**src/rtl/trbid_reader.sv**
```systemverilog
module trbid_reader #(
  parameter logic       FLAG_UPD   = 1'b1,
  parameter logic [3:0] ALIGN_CODE = 4'd4
) (
  input  logic        clk,
  input  logic        rst_n,
  input  logic        rd_req,
  input  logic [1:0]  cur_lvl,
  input  logic        cur_ns,
  input  logic        has_el3,
  input  logic        has_el2,
  input  logic        sec_el2_impl,
  input  logic        sec_el2_en,
  input  logic [1:0]  el3_own,
  input  logic [1:0]  el2_ctl,
  input  logic        el2_on,
  input  logic        fgt_en,
  input  logic        rd_trap,
  output logic        rsp_valid,
  output logic [63:0] rsp_data,
  output logic        rsp_undef,
  output logic        rsp_trap,
  output logic [1:0]  rsp_tgt,
  output logic [5:0]  rsp_ec
);

  localparam logic [5:0] TRAP_EC  = 6'h18;
  localparam logic [1:0] TRAP_LVL = 2'd2;
  localparam int         MAX_ALIGN = 11;

  if (ALIGN_CODE > MAX_ALIGN) begin : g_bad_align
    $error("ALIGN_CODE must be 11 or less");
  end

  logic at_el1, at_el2, ctl_zero, no_prog;
  logic is_undef, is_trap;
  logic [63:0] word;

  assign at_el1   = (cur_lvl == 2'd1);
  assign at_el2   = (cur_lvl == 2'd2);
  assign ctl_zero = (el2_ctl == 2'b00);

  always_comb begin
    if (has_el3) begin
      if (!el3_own[1])
        no_prog = cur_ns ? (at_el1 || at_el2)
                         : (at_el1 && sec_el2_impl && sec_el2_en && ctl_zero);
      else
        no_prog = cur_ns ? (at_el1 && has_el2 && ctl_zero)
                         : (at_el1 || (at_el2 && sec_el2_impl));
    end else begin
      no_prog = at_el1 && has_el2 && ctl_zero;
    end
  end

  assign is_undef = (cur_lvl == 2'd0);
  assign is_trap  = at_el1 && el2_on && (!has_el3 || fgt_en) && rd_trap;
  assign word     = {58'd0, FLAG_UPD, no_prog, ALIGN_CODE};

  always_ff @(posedge clk) begin
    if (!rst_n) begin
      rsp_valid <= 1'b0;
      rsp_data  <= '0;
      rsp_undef <= 1'b0;
      rsp_trap  <= 1'b0;
      rsp_tgt   <= '0;
      rsp_ec    <= '0;
    end else begin
      rsp_valid <= rd_req;
      if (rd_req) begin
        rsp_undef <= is_undef;
        rsp_trap  <= is_trap;
        rsp_data  <= (is_undef || is_trap) ? 64'd0 : word;
        rsp_tgt   <= is_trap ? TRAP_LVL : 2'd0;
        rsp_ec    <= is_trap ? TRAP_EC : 6'd0;
      end
    end
  end

  AST_RSP_FOLLOWS_REQ: assert property (@(posedge clk) disable iff (!rst_n)
    rd_req |=> rsp_valid);
  AST_NO_RSP_IDLE: assert property (@(posedge clk) disable iff (!rst_n)
    !rd_req |=> !rsp_valid);
  AST_RSV_ZERO: assert property (@(posedge clk) disable iff (!rst_n)
    rsp_data[63:6] == 58'd0);
  AST_EL0_UNDEF: assert property (@(posedge clk) disable iff (!rst_n)
    (rd_req && cur_lvl == 2'd0) |=> (rsp_undef && !rsp_trap));
  AST_FAULT_EXCL: assert property (@(posedge clk) disable iff (!rst_n)
    !(rsp_undef && rsp_trap));
  AST_FAULT_NO_DATA: assert property (@(posedge clk) disable iff (!rst_n)
    (rsp_undef || rsp_trap) |-> (rsp_data == 64'd0));
  AST_TRAP_SYNDROME: assert property (@(posedge clk) disable iff (!rst_n)
    rsp_trap |-> (rsp_ec == 6'h18 && rsp_tgt == 2'd2));
  AST_HIGH_NO_FAULT: assert property (@(posedge clk) disable iff (!rst_n)
    (rd_req && cur_lvl[1]) |=> (!rsp_undef && !rsp_trap));
  AST_RESET_QUIET: assert property (@(posedge clk)
    $past(!rst_n) |-> (!rsp_valid && !rsp_undef && !rsp_trap));

endmodule

```
**config.mk**
```make
export PLATFORM = sky130hd
export DESIGN_NAME = trbid_reader
export DESIGN_NICKNAME = d
export VERILOG_FILES = /design/src/rtl/trbid_reader.sv
export SDC_FILE = /design/constraint.sdc
export NUM_CORES = 1
export LEC_CHECK = 0
export ABC_AREA = 1
export BUFFER_PORTS_ARGS = -buffer_cell sky130_fd_sc_hd__buf_2
export CAP_MARGIN = 20
export CORE_MARGIN = 3
export CORE_UTILIZATION = 36
export CTS_BUF_LIST = sky130_fd_sc_hd__clkbuf_8
export CTS_CLUSTER_SIZE = 25
export DETAILED_ROUTE_END_ITERATION = 7
export PLACE_DENSITY = 0.89
export SETUP_SLACK_MARGIN = 0.5
export SLEW_MARGIN = 20
export SYNTH_ARGS = -nofsm -noshare
export SYNTH_HDL_FRONTEND = slang
export SYNTH_SLANG_ARGS = --single-unit
```
**constraint.sdc**
```tcl
create_clock -name clk -period 1.2 [get_ports clk]
set_input_delay 0.12 -clock clk [delete_from_list [all_inputs] [get_ports clk]]
set_output_delay 0.12 -clock clk [all_outputs]
set_load 0.01 [all_outputs]
```
==> impl_metrics.tcl <==
set metrics [dict create \
    required_ps 1080 \
    drtIter0Drc 3 \
    dp_hpwl_mm 1.13 \
    die_h_um 54.7 \
    crit_path_max_fanout 5 \
    rows 17 \
    endpoint_kind "primary output" \
    setup_slack_ps 389 \
    cts_max_path_buffers 2 \
    synth_edf_count 0 \
    critPathLaunchType "register" \
    finalMaxSlewViolations 0 \
    whs_ps 116 \
    hp-class "in -> reg" \
    period_share_pct 67.6 \
    drv_cap 0 \
    powerDensity_mw_per_mm2 810 \
    grt_setup_unrepaired "true" \
    cp.arrival_ps 690 \
    fin_skew_ps 0 \
    wl_per_cell_um 7.21 \
    intPower_uw 476 \
    clock.fmax_mhz 1230 \
    swShare_pct 34.4 \
    clock_latency_ps 220 \
    cts_root_buf "clkbuf_8" \
    die_w_um 54.7 \
    antenna_found_initial 0 \
    place_congestion 0.713 \
    drive_above_1_share_pct 29.0 \
    drt_wl_total_mm 1.25 \
    cts.sinks 5 \
    ctsHoldBuffers 0 \
    finalSetupTns_ps 0 \
    initial_core_util_pct 38.3 \
    post-route-min-period_ps 811 \
    placement.cell_area_um2 772 \
    grt-ovfl-total 0 \
    max-vdd-ir-drop_v 0.000490 \
    ys_top_cells_by_count "buf_4 (70), nand2_1 (16), inv_1 (9)" \
    max_stage_delay_ps 350 \
    synthArstFlopShare_pct 0 \
    yosysTopAreaCell "buf_4" \
    path_cells "buf_6" \
    synthFlopType "dfxtp_1" \
    core-area_mm2 0.00223 \
    dp_slack_ps 59.0 \
    cts_buffers 3 \
    cts_max_level 1 \
    critPathBufInv 1 \
    io_pins 92 \
    combPwrFrac_pct 33.5 \
    seq_area_frac_synth_pct 11.7 \
    numPortBuffers 24 \
    die_area_mm2 0.00299 \
    hold_violations 0 \
    ys_types 17 \
    grt_pass1_vias 384 \
    drc_errors 0 \
    ys_seq_elements 5 \
    grt_first_pass_wirelength_mm 1.53 \
    clkPwrFrac_pct 40.9 \
    p_switching_uw 249 \
    clkTransAtPathRegs_ps 30 \
    routed_via_density 3.23 \
    vias 558 \
    syn-cell-area_um2 855 \
    crit_type "reg -> out" \
    design_area_um2 895 \
    yosys.area.top_type_share_pct 61.5 \
    grt_util_all_layers_pct 7.56 \
    area_delta_synth_final_pct 4.69 \
    cts_tree "built" \
    crit_family "flip-flops" \
    outcome "completed" \
    ys_warn_count 0 \
    avgSynthCellArea_um2 7.06 \
    synthCells 121 \
    nNetsFinal 166 \
    synth_most_common_cell "buf_4" \
    firstDrtPassIters 4 \
    p_seq_share_pct 25.6 \
    ant_nets 0 \
    grt_max_degree 6 \
    leakagePower_uw 0.000549 \
    antenna_cells 0 \
    setup_viol 0 \
    slowest_stage "dfxtp_4" \
    netlist_top_cells_area "buf_4 (61%), dfxtp_1 (12%), nand2_1 (7.0%), ha_1 (4.4%), inv_1 (4.0%)" \
]
-- what timing repair did --
action,4_1_cts,5_1_grt
endpoints found under the setup margin,11,11
resized for setup,11,6
hold endpoints to repair,0,0
pin swaps,5,1
buffers inserted,1,0
-- cell families (layout without fill, tap and decap cells) --
family,Yosys count,after routing,share of synthesized area [%]
buffers and inverters,80,39,65.9
AND/OR/NAND/NOR,27,27,14.2
AO/OA/AOI/OAI,5,5,3.37
flip-flops,5,5,11.7
adder cells (fa/ha/maj),3,3,4.39
other,1,66,0.439
-- cell usage in the layout (no fill, tap or decap) --
cell,instances
conb_1,66
nand2_1,16
buf_2,14
buf_6,10
inv_1,8
nor2_1,4
a21oi_1,3
clkbuf_8,3
dfxtp_2,3
nor2_2,2
ha_4,2
inv_16,1
inv_4,1
nand3_1,1
nand4_1,1
inv_2,1
nor2_4,1
nand2_2,1
a21oi_2,1
nor3_1,1
o21ai_0,1
ha_1,1
buf_4,1
dfxtp_4,1
dfxtp_1,1
-- through the flow --
step	cells	utilization [%]	power (µW)
after detailed placement	168	34.6	397
after global routing	173	40.1	787
after floorplan	186	-	508
after global placement	168	34.6	395
after CTS	173	38.7	721
final	173	40.1	725
-- power by group through the flow --
stage / Combinational (µW) / Clock [µW] / Sequential [µW]
6_report: 243 / 297 / 186
3_5_place_dp: 213 / 0 / 184
4_1_cts: 229 / 307 / 185
3_3_place_gp: 211 / 0 / 184
2_1_floorplan: 318 / 0 / 189
5_1_grt: 278 / 322 / 187
-- path summary, 6_finish.rpt --
path         slack (ps)                  endpoint  cells after the start                startpoint
max                 390                  rsp_trap                      1    rsp_ec[3]$_SDFFE_PN0P_
min                 120      rsp_valid$_SDFF_PN0_                      3                     rst_n
max reg2reg         520    rsp_ec[3]$_SDFFE_PN0P_                      2    rsp_ec[3]$_SDFFE_PN0P_
min reg2reg         480  rsp_data[4]$_SDFFE_PN0P_                      2  rsp_data[4]$_SDFFE_PN0P_
-- state kept, by name, indices dropped and copies added (netlist names) --
name       cells
rsp_undef      1
rsp_valid      1
rsp_ec         1
rsp_data       2
-- cell type report --
type / instances / area, µm²
multi-input cells: 101 / 460
clock buffers: 3 / 41.3
flip-flops and latches: 5 / 108
clock inverters: 1 / 3.75
repair buffers: 25 / 190
inverters: 10 / 56.3
well taps: 28 / 35.0
fillers: 251 / 1340
-- routing by layer --
| layer | up-vias | wire length, µm | track usage (%) |
|---|---|---|---|
| met2 | 51 | 629 | 12.8 |
| li1 | 274 | - | - |
| met4 | 0 | 33 | 7.47 |
| met1 | 229 | 384 | 7.07 |
| met3 | 4 | 201 | 2.18 |
| met5 | - | 0 | 0 |
No activity file was read; power rests on OpenSTA's default activity.
